[src/rtl/spr_pkg.sv]
package spr_pkg;
    localparam int unsigned DEF_AW    = 32;
    localparam int unsigned DEF_DW    = 32;
    localparam int unsigned DEF_DEPTH = 16;
    localparam int unsigned DEF_BURST = 8;

    typedef enum logic {
        CMD_IDLE = 1'b0,
        CMD_HOLD = 1'b1
    } cmd_state_e;
endpackage

[src/rtl/spr_fifo.sv]
module spr_fifo #(
    parameter int unsigned DW    = 32,
    parameter int unsigned DEPTH = 16,
    localparam int unsigned PTR_W = $clog2(DEPTH),
    localparam int unsigned CNT_W = $clog2(DEPTH + 1)
) (
    input  logic             clk,
    input  logic             rst_n,
    input  logic             flush,
    input  logic             push,
    input  logic [DW-1:0]    push_data,
    input  logic             pop,
    output logic [DW-1:0]    head,
    output logic             empty,
    output logic [CNT_W-1:0] count
);
    typedef struct packed {
        logic [PTR_W-1:0] wr;
        logic [PTR_W-1:0] rd;
        logic [CNT_W-1:0] cnt;
    } fifo_state_t;

    fifo_state_t s_d, s_q;
    logic [DW-1:0] store_q [DEPTH];

    always_comb begin
        s_d = s_q;
        if (flush) begin
            s_d = '0;
        end else begin
            if (push) s_d.wr = s_q.wr + PTR_W'(1);
            if (pop)  s_d.rd = s_q.rd + PTR_W'(1);
            s_d.cnt = s_q.cnt + CNT_W'(push) - CNT_W'(pop);
        end
    end

    always_ff @(posedge clk) begin
        if (!rst_n) s_q <= '0;
        else        s_q <= s_d;
    end

    always_ff @(posedge clk) begin
        if (push && !flush) store_q[s_q.wr] <= push_data;
    end

    assign head  = store_q[s_q.rd];
    assign empty = (s_q.cnt == '0);
    assign count = s_q.cnt;
endmodule

[src/rtl/spr_fetch_ctl.sv]
module spr_fetch_ctl
    import spr_pkg::*;
#(
    parameter int unsigned AW    = 32,
    parameter int unsigned DEPTH = 16,
    parameter int unsigned BURST = 8,
    localparam int unsigned CNT_W = $clog2(DEPTH + 1),
    localparam int unsigned OUT_W = $clog2(2 * DEPTH + 1)
) (
    input  logic             clk,
    input  logic             rst_n,
    input  logic             active,
    input  logic             restart,
    input  logic [AW-1:0]    restart_addr,
    input  logic [CNT_W-1:0] fifo_count,
    input  logic             mem_req_ready,
    input  logic             mem_rd_valid,
    output logic             mem_req_valid,
    output logic [AW-1:0]    mem_req_addr,
    output logic             fifo_push
);
    typedef struct packed {
        cmd_state_e       cmd;
        logic [AW-1:0]    cmd_addr;
        logic [AW-1:0]    fetch_addr;
        logic [OUT_W-1:0] owed;
        logic [OUT_W-1:0] drop;
    } fetch_state_t;

    fetch_state_t s_d, s_q;
    logic [OUT_W-1:0] live;
    logic             room_ok, cap_ok, can_issue, dropping;

    always_comb begin
        s_d       = s_q;
        dropping  = (s_q.drop != '0);
        fifo_push = mem_rd_valid && !dropping && !restart;
        live      = s_q.owed - s_q.drop;
        room_ok   = (32'(fifo_count) + 32'(live) + BURST) <= DEPTH;
        cap_ok    = (32'(s_q.owed) + BURST) <= 2 * DEPTH;
        can_issue = active && !restart && (s_q.cmd == CMD_IDLE) && room_ok && cap_ok;

        if (mem_rd_valid)             s_d.owed = s_q.owed - OUT_W'(1);
        if (mem_rd_valid && dropping) s_d.drop = s_q.drop - OUT_W'(1);
        if (s_q.cmd == CMD_HOLD && mem_req_ready) s_d.cmd = CMD_IDLE;

        if (restart) begin
            s_d.drop       = s_d.owed;
            s_d.fetch_addr = restart_addr;
        end else if (can_issue) begin
            s_d.cmd        = CMD_HOLD;
            s_d.cmd_addr   = s_q.fetch_addr;
            s_d.fetch_addr = s_q.fetch_addr + AW'(BURST);
            s_d.owed       = s_d.owed + OUT_W'(BURST);
        end
    end

    always_ff @(posedge clk) begin
        if (!rst_n) begin
            s_q     <= '0;
            s_q.cmd <= CMD_IDLE;
        end else begin
            s_q <= s_d;
        end
    end

    assign mem_req_valid = (s_q.cmd == CMD_HOLD);
    assign mem_req_addr  = s_q.cmd_addr;
endmodule

[src/rtl/seq_prefetch_reader.sv]
module seq_prefetch_reader #(
    parameter int unsigned AW    = spr_pkg::DEF_AW,
    parameter int unsigned DW    = spr_pkg::DEF_DW,
    parameter int unsigned DEPTH = spr_pkg::DEF_DEPTH,
    parameter int unsigned BURST = spr_pkg::DEF_BURST,
    localparam int unsigned CNT_W = $clog2(DEPTH + 1),
    localparam int unsigned LEN_W = $clog2(BURST + 1)
) (
    input  logic             clk,
    input  logic             rst_n,
    input  logic             req_valid,
    output logic             req_ready,
    input  logic [AW-1:0]    req_addr,
    output logic             rsp_valid,
    input  logic             rsp_ready,
    output logic [DW-1:0]    rsp_data,
    output logic             mem_req_valid,
    input  logic             mem_req_ready,
    output logic [AW-1:0]    mem_req_addr,
    output logic [LEN_W-1:0] mem_req_len,
    input  logic             mem_rd_valid,
    input  logic [DW-1:0]    mem_rd_data
);
    typedef struct packed {
        logic          pend;
        logic          armed;
        logic [AW-1:0] pred;
    } track_state_t;

    track_state_t     s_d, s_q;
    logic             req_fire, rsp_fire, miss;
    logic             fifo_push, fifo_empty;
    logic [CNT_W-1:0] fifo_count;

    always_comb begin
        s_d       = s_q;
        rsp_valid = s_q.pend && !fifo_empty;
        rsp_fire  = rsp_valid && rsp_ready;
        req_ready = !s_q.pend || rsp_fire;
        req_fire  = req_valid && req_ready;
        miss      = req_fire && (!s_q.armed || (req_addr != s_q.pred));
        if (rsp_fire) s_d.pend = 1'b0;
        if (req_fire) begin
            s_d.pend  = 1'b1;
            s_d.armed = 1'b1;
            s_d.pred  = req_addr + AW'(1);
        end
    end

    always_ff @(posedge clk) begin
        if (!rst_n) s_q <= '0;
        else        s_q <= s_d;
    end

    spr_fifo #(.DW(DW), .DEPTH(DEPTH)) u_fifo (
        .clk       (clk),
        .rst_n     (rst_n),
        .flush     (miss),
        .push      (fifo_push),
        .push_data (mem_rd_data),
        .pop       (rsp_fire),
        .head      (rsp_data),
        .empty     (fifo_empty),
        .count     (fifo_count)
    );

    spr_fetch_ctl #(.AW(AW), .DEPTH(DEPTH), .BURST(BURST)) u_fetch (
        .clk           (clk),
        .rst_n         (rst_n),
        .active        (s_q.armed),
        .restart       (miss),
        .restart_addr  (req_addr),
        .fifo_count    (fifo_count),
        .mem_req_ready (mem_req_ready),
        .mem_rd_valid  (mem_rd_valid),
        .mem_req_valid (mem_req_valid),
        .mem_req_addr  (mem_req_addr),
        .fifo_push     (fifo_push)
    );

    assign mem_req_len = LEN_W'(BURST);
endmodule

[config.mk]
export PLATFORM = sky130hd
export DESIGN_NAME = seq_prefetch_reader
export DESIGN_NICKNAME = d
export VERILOG_FILES = /design/src/rtl/spr_pkg.sv /design/src/rtl/spr_fifo.sv /design/src/rtl/spr_fetch_ctl.sv /design/src/rtl/seq_prefetch_reader.sv
export SDC_FILE = /design/constraint.sdc
export NUM_CORES = 1
export LEC_CHECK = 0
export BUFFER_PORTS_ARGS = -buffer_cell sky130_fd_sc_hd__buf_2
export CAP_MARGIN = 20
export CORE_MARGIN = 3
export CORE_UTILIZATION = 40
export CTS_BUF_LIST = sky130_fd_sc_hd__clkbuf_4
export CTS_CLUSTER_DIAMETER = 200
export DETAILED_ROUTE_END_ITERATION = 10
export REMOVE_ABC_BUFFERS = 1
export SLEW_MARGIN = 20
export SYNTH_ARGS = -nofsm -noshare
export SYNTH_HDL_FRONTEND = slang
export SYNTH_SLANG_ARGS = --single-unit
[constraint.sdc]
create_clock -name clk -period 6.9 [get_ports clk]
set_clock_uncertainty 0.15 [all_clocks]
set_input_delay 1.38 -clock clk [delete_from_list [all_inputs] [get_ports clk]]
set_output_delay 1.38 -clock clk [all_outputs]
set_load 0.01 [all_outputs]
==> flow_summary.json, run 1 <==
{
  "outcome": "completed",
  "cp.required_ns": 5.37,
  "p_sw_mw": 2.79,
  "portBuffers": 136,
  "vias": 15900,
  "firstDrtPassIters": 5,
  "crit_fanout": 69,
  "synth-edff-count": 512,
  "ctsRootBufferMaster": "clkbuf_4",
  "area_delta_synth_final_pct": 12.9,
  "fp.coreArea_sq_um": 67400,
  "die_width_um": 267,
  "grt_pass1_vias": 16600,
  "critical_path_class": "reg -> out",
  "reg2reg_slack_ns": 1.81,
  "detail-route-antenna-nets": 0,
  "finalCritPeriodShare_pct": 73.7,
  "r2r_cells": 13,
  "ir_worst_vdd_mv": 0.234,
  "swShare_pct": 29.5,
  "synth-seq-area-share_pct": 65.7,
  "initial_core_util_pct": 40.5,
  "critPathLaunchType": "flop",
  "cts_buffer_depth": 3,
  "rows": 95,
  "htreeDepth": 4,
  "routed_wl_mm": 64.2,
  "layout_commonest_cell": "edfxtp_1",
  "clk_pin_slew_ns": 0.06,
  "fmax_mhz": 197,
  "vias_per_cell": 5.49,
  "p_leak_nw": 10.0,
  "final_max_slew_viol_count": 0,
  "most-common-layout-cells": "edfxtp_1, clkbuf_4, mux4_2, buf_2, dfxtp_1",
  "netlist-cell-type-count": 80,
  "hp-class": "reg -> reg",
  "grt_max_degree": 95,
  "die_h_um": 267,
  "setup_ws_ns": 1.81,
  "arrival_ns": 3.56,
  "power_mw": 9.46,
  "grt_pass1_wl_mm": 98.8,
  "drc": 0,
  "grt_usage_pct": 18.4,
  "place_hpwl_mm": 38.5,
  "power_frac_comb_pct": 19.5,
  "cts_resized": 0,
  "syn_area_per_cell_sq_um": 16.1,
  "synthArstFlopShare_pct": 0,
  "period_needed_ns": 5.09,
  "clockPowerShare_pct": 33.5,
  "utilization_pct": 45.7,
  "layout-drive-gt1-share_pct": 30.6,
  "netlist_area_sq_um": 27300,
  "critical_path.endpoint_type": "output port",
  "placed_area_sq_um": 28800,
  "reg2reg_from": "u_fetch.s_q[6]",
  "setup_viol": 0,
  "numCtsBuffers": 165,
  "synthFlopType": "edfxtp_1",
  "r2r-end": "u_fetch.s_q[20]",
  "clk_latency_ns": 1.01,
  "gp_congestion": 0.834,
  "min_to": "u_fetch.mem_req_addr[0]",
  "hp-start": "u_fetch.s_q[12]",
  "relSlewSlack_pct": 33.9,
  "antenna_found_initial": 7,
  "ctsHoldBuffers": 0,
  "grt_overflow": 0,
  "post_drt_wl_per_cell_um": 22.2,
  "post_cts_buffers": 0,
  "maxCapViolCount": 0,
  "rsz0062_at_grt": "false",
  "seqPwrFrac_pct": 47.1,
  "worstHoldPathCells": 2,
  "ys_warn_count": 0,
  "num_io_pins": 141,
  "cellPowerDensity_nw_per_um2": 307,
  "synthCells": 1697,
  "fillCellCount": 5888,
  "fin_area_sq_um": 30800,
  "synth_seq_cells": 640,
  "tritoncts": "built",
  "die_area_sq_um": 71400,
  "cts_sinks": 640,
  "worst_pin_slew_ns": 0.979,
  "nNetsFinal": 2004,
  "hold_viol": 0,
  "pre_cts_ws_ns": 1.77,
  "drt_iter0_markers": 1174,
  "power.internal_mw": 6.67
}
-- per-layer routing --
| metal | vias to the layer above | wire length [um] | global-route usage [%] |
|---|---|---|---|
| met3 | 96 | 4310 | 4.73 |
| li1 | 7149 | - | - |
| met2 | 555 | 31700 | 30.1 |
| met5 | - | 43 | 0 |
| met4 | 6 | 1010 | 6.12 |
| met1 | 8050 | 27100 | 24.0 |
-- power by group through the flow --
stage,combinational (mW),clock [mW],sequential [mW]
6_report,1.84,3.17,4.45
5_1_grt,2.04,3.48,4.47
4_1_cts,1.86,3.28,4.45
2_1_floorplan,1.32,0,4.53
3_3_place_gp,1.80,0,4.53
3_5_place_dp,1.85,0,4.54
-- Yosys cell counts, types with 3 or more instances --
master | instances | share of area [%]
ha_1 | 32 | 1.5
mux4_2 | 160 | 13
o211ai_1 | 15 | 0.41
o21a_1 | 3 | 0.082
nor3_1 | 19 | 0.35
inv_1 | 33 | 0.45
fa_1 | 3 | 0.22
buf_12 | 3 | 0.22
clkbuf_1 | 63 | 0.87
o311ai_0 | 3 | 0.096
o21ai_1 | 3 | 0.055
or3_1 | 3 | 0.069
nand4_1 | 23 | 0.53
nand2b_1 | 8 | 0.18
edfxtp_1 | 512 | 56
o21ai_0 | 27 | 0.49
a21oi_1 | 23 | 0.42
nand2_1 | 115 | 1.6
buf_4 | 36 | 0.99
nor2b_1 | 5 | 0.11
and3_1 | 15 | 0.34
buf_1 | 17 | 0.23
a211oi_1 | 27 | 0.74
dfxtp_1 | 128 | 9.4
or4_1 | 16 | 0.44
xor2_1 | 25 | 0.80
nor4_1 | 18 | 0.41
mux2i_1 | 42 | 1.5
nor4b_1 | 12 | 0.38
o2111ai_1 | 6 | 0.19
nor3b_1 | 7 | 0.19
buf_2 | 10 | 0.18
nand3_1 | 52 | 0.95
xnor2_1 | 56 | 1.8
nor2_1 | 85 | 1.2
a31oi_1 | 22 | 0.50
and4_1 | 6 | 0.19
a32oi_1 | 6 | 0.19
and2_1 | 8 | 0.18
-- worst max path at each step --
stage              startpoint                  endpoint  cells after the start
6_report                 flop               rsp_data[5]                      4
5_1_grt        u_fetch.s_q[6]  u_fetch.mem_req_addr[23]                     14
4_1_cts                  flop              rsp_data[10]                      4
3_5_place_dp      req_addr[8]      u_fifo.store_q[7][7]                      9
3_3_place_gp     req_addr[17]     u_fifo.store_q[7][14]                      9
2_1_floorplan            flop               rsp_data[0]                      2
-- registers in the layout (all words and copies together), names as in the netlist, named ones only --
signal,count
u_fifo.store_q,512
u_fetch.s_q,44
s_q,34
u_fetch.mem_req_addr,32
u_fifo.s_q,8
u_fifo.count,5
u_fetch.mem_req_valid,1
-- logic make-up after synthesis --
family          after synthesis  share of synthesized area [%]
compound gates              167                           4.66
xor+xnor                     82                           2.70
fa+ha+maj                    35                           1.69
buf+inv                     168                           3.09
flops                       640                           65.7
mux                         203                           14.8
other cells                   2                         0.0275
simple gates                400                           7.36
-- per-stage QoR --
step | hold slack, ns | std cells | setup TNS (ns)
finish | 0.298 | 2890 | 0
global route | 0.325 | 2888 | 0
CTS | 0.303 | 2882 | 0
detailed placement | 0.293 | 2605 | 0
global placement | 0.290 | 2605 | 0
floorplan | 0.287 | 1566 | -34.77
-- layout make-up --
type,count,area [sq um],area share [%]
Sequential cell,640,17900,58.2
Multi-Input combinational cell,891,8660,28.1
Clock buffer,230,1730,5.60
Tap cell,873,1090,3.54
Timing Repair Buffer,166,946,3.07
Clock inverter,47,294,0.954
Inverter,35,131,0.426
Antenna cell,8,20.0,0.0650
-- critical path, stage by stage (launching register included) --
cell and delay, ns:
dfxtp_4 0.97, buf_12 0.47, mux4_2 0.38, mux4_2 0.53
buf_2 0.18
Power figures use the tool's default switching activity.
==> inputs of run 2 (changes only) <==
--- a/config.mk
+++ b/config.mk
@@ -5,6 +5,7 @@
 export SDC_FILE = /design/constraint.sdc
 export NUM_CORES = 1
 export LEC_CHECK = 0
+export ABC_AREA = 1
 export BUFFER_PORTS_ARGS = -buffer_cell sky130_fd_sc_hd__buf_2
 export CAP_MARGIN = 20
 export CORE_MARGIN = 3
==> constraint.sdc (replaced) <==
create_clock -name clk -period 5.13 [get_ports clk]
set_clock_uncertainty 0.15 [all_clocks]
set_input_delay 1.026 -clock clk [delete_from_list [all_inputs] [get_ports clk]]
set_output_delay 1.026 -clock clk [all_outputs]
set_load 0.01 [all_outputs]
==> run 2 against run 1 <==
  * Synthesized cell count is 50% higher
  * Critical path depth is 3 higher
  * Wire length is 11% higher
  * Via count is 23% higher
  * Worst hold slack worse by 0.13 ns
  * Cell area is 4.2% higher
  * Clock power is 41% higher
  * Non-clock buffer count is 13 higher
  * Die area is 3.5% higher
  * Cell count is 31% higher
  * Critical endpoint is now rsp_data[27]
==> flow_summary.json, run 2 <==
{
  "reg_top3": "u_fifo.store_q (512), u_fetch.s_q (44), s_q (34)",
  "most-common-layout-cells": "edfxtp_1, inv_1, a21oi_1, clkbuf_4, o21ai_0",
  "pre_cts_ws_ns": 1.15,
  "ir_worst_vdd_mv": 0.214,
  "post_cts_buffers": 0,
  "relSlewSlack_pct": 26.1,
  "slowest_stage": "dfxtp_4",
  "grt_pass1_wl_mm": 110,
  "p_leak_nw": 11.7,
  "rsz0062_at_grt": "false",
  "wl_met3_mm": 4.33,
  "worst_pin_slew_ns": 1.11,
  "synth_seq_cells": 640,
  "cts_resized": 0,
  "grt_max_degree": 88,
  "place_hpwl_mm": 41.4,
  "drc": 0,
  "final_max_slew_viol_count": 0,
  "cp.required_ns": 3.95,
  "synth_area_leader_cell": "edfxtp_1",
  "swShare_pct": 29.4,
  "outcome": "completed",
  "hold_viol": 0,
  "arrival_ns": 3.33,
  "layout-drive-gt1-share_pct": 16.8,
  "synthTopCellsByCount": "edfxtp_1, inv_1, a21oi_1",
  "htreeDepth": 4,
  "tritoncts": "built",
  "fp.coreArea_sq_um": 69300,
  "cellPowerDensity_nw_per_um2": 394,
  "synth_top_area_share_pct": 54.4,
  "vias": 19600,
  "grt_pass1_vias": 19500,
  "yosysMostFrequentCell": "edfxtp_1",
  "grt_overflow": 0,
  "die_area_sq_um": 73900,
  "netlist-cell-type-count": 41,
  "met1_length_mm": 31.2,
  "crit_fanout": 67,
  "hp-class": "in -> reg",
  "ys_warn_count": 0,
  "seqPwrFrac_pct": 48.0,
  "portBuffers": 136,
  "synth-edff-count": 512,
  "ctsRootBufferMaster": "clkbuf_4",
  "layout_commonest_cell": "edfxtp_1",
  "fin_tns_setup_ns": 0,
  "regMostFlops": "u_fifo.store_q",
  "clk_pin_slew_ns": 0.07,
  "die_width_um": 272,
  "numCtsBuffers": 170,
  "nNetsFinal": 2832,
  "synth-seq-area-share_pct": 63.4,
  "critical_path_class": "reg -> out",
  "firstDrtPassIters": 5,
  "syn_area_per_cell_sq_um": 11.1,
  "p_sw_mw": 3.72,
  "critical_path.endpoint_type": "output port",
  "ctsHoldBuffers": 0,
  "cpMostUsedCell": "o21ai_0",
  "power.internal_mw": 8.94,
  "routed_wl_mm": 71.1,
  "synthFlopType": "edfxtp_1",
  "route.met2.wl_mm": 34.3,
  "grt_usage_pct": 19.1,
  "initial_core_util_pct": 40.8,
  "power_frac_comb_pct": 16.8,
  "largest_reg_flops": 512,
  "max_stage_delay_ns": 0.93,
  "fillCellCount": 6498,
  "gp_congestion": 0.954,
  "antenna_found_initial": 4,
  "setup_viol": 0,
  "finalCritPeriodShare_pct": 87.9,
  "maxCapViolCount": 0,
  "num_io_pins": 141,
  "setup_ws_ns": 0.621,
  "area_delta_synth_final_pct": 13.6,
  "clk_latency_ns": 1.01,
  "synthCells": 2544,
  "period_needed_ns": 4.51,
  "die_h_um": 272,
  "cts_buffer_depth": 3,
  "drt_iter0_markers": 1387,
  "clockPowerShare_pct": 35.2,
  "detail-route-antenna-nets": 0,
  "path_cells": "buf_4 > a21oi_1 > o21ai_0 > o21ai_0 > o211ai_1 > nand2_1 > buf_2",
  "netlist_area_sq_um": 28300,
  "fmax_mhz": 222,
  "rows": 96,
  "synthArstFlopShare_pct": 0,
  "post_drt_wl_per_cell_um": 18.8,
  "top_layer_used": "met5",
  "synth_area_leaders": "edfxtp_1, dfxtp_1, a21oi_1, mux2i_1, inv_1",
  "vias_per_cell": 5.17,
  "critPathLaunchType": "flop",
  "cts_sinks": 640
}
-- run 2: cell types whose count changed in the layout (fill, tap and decap cells not counted), moves of 55 or more --
| cell | delta |
|---|---|
| inv_1 | +280 |
| o211ai_1 | +114 |
| nand3_1 | +55 |
| mux2i_1 | +86 |
| o21ai_0 | +202 |
| a21oi_1 | +235 |
| nand2_1 | +95 |
| mux4_2 | -160 |
-- run 2: routing by layer --
metal	global-route usage (%)	up-vias
met4	6.31	2
met2	31.3	597
met3	4.84	114
met5	0	-
met1	24.9	9451
li1	-	9394
-- run 2: critical path, delay by kind of cell, from the launching register on --
kind                   cells  cell delay [ns]
AO/OA/AOI/OAI              4             0.63
buffers and inverters      2             0.65
AND/OR/NAND/NOR            1             0.09
flip-flops                 1             0.93
-- run 2: cell type report --
type / instances / area (sq um) / area share (%)
diodes: 2 / 5.00 / 0.0156
clock buffers: 238 / 1790 / 5.56
clock inverters: 55 / 367 / 1.14
inverters: 320 / 1200 / 3.75
multi-input cells: 1416 / 8440 / 26.3
flip-flops and latches: 640 / 17900 / 55.9
well taps: 931 / 1160 / 3.63
repair buffers: 179 / 1200 / 3.73
-- run 2: cell families (layout without fill, tap and decap cells) --
family                   Yosys count  after routing  synth area share, %
XOR/XNOR                          74             74                 2.29
AND/OR/NAND/NOR                  543            543                 8.49
flip-flops                       640            640                 63.4
adder cells (fa/ha/maj)           35             35                 1.63
AO/OA/AOI/OAI                    632            632                 12.4
buffers and inverters            490            792                 7.16
other                              2              6               0.0266
multiplexers                     128            128                 4.53
-- run 2: power by group through the flow --
stage	combinational [mW]	clock (mW)	sequential, mW
4_1_cts	2.15	4.60	6.08
3_5_place_dp	2.13	0	6.18
6_report	2.12	4.46	6.08
5_1_grt	2.42	4.89	6.11
2_1_floorplan	1.41	0	6.22
3_3_place_gp	2.09	0	6.18
-- run 2: final timing paths --
| path | slack, ns | to | cells after the start | from |
|---|---|---|---|---|
| max | 0.62 | rsp_data[27] | 7 | flop |
| min | 0.16 | u_fetch.mem_req_valid | 4 | mem_req_ready |
| max reg2reg | 1.28 | u_fetch.mem_req_addr[23] | 17 | u_fetch.s_q[6] |
| min reg2reg | 0.30 | u_fetch.mem_req_addr[0] | 2 | u_fetch.s_q[12] |
-- run 2: per-stage QoR --
stage                     cell area, sq um  utilization (%)  hold slack [ns]  std cells  power, mW
final                                32100             46.3            0.163       3781       12.7
after global routing                 32100             46.3           0.0788       3781       13.4
after CTS                            32100             46.3           0.0330       3779       12.8
after detailed placement             30000             43.2            0.299       3486       8.31
after global placement               29900             43.2            0.288       3485       8.27
after floorplan                      27500                -            0.274       2376       7.63
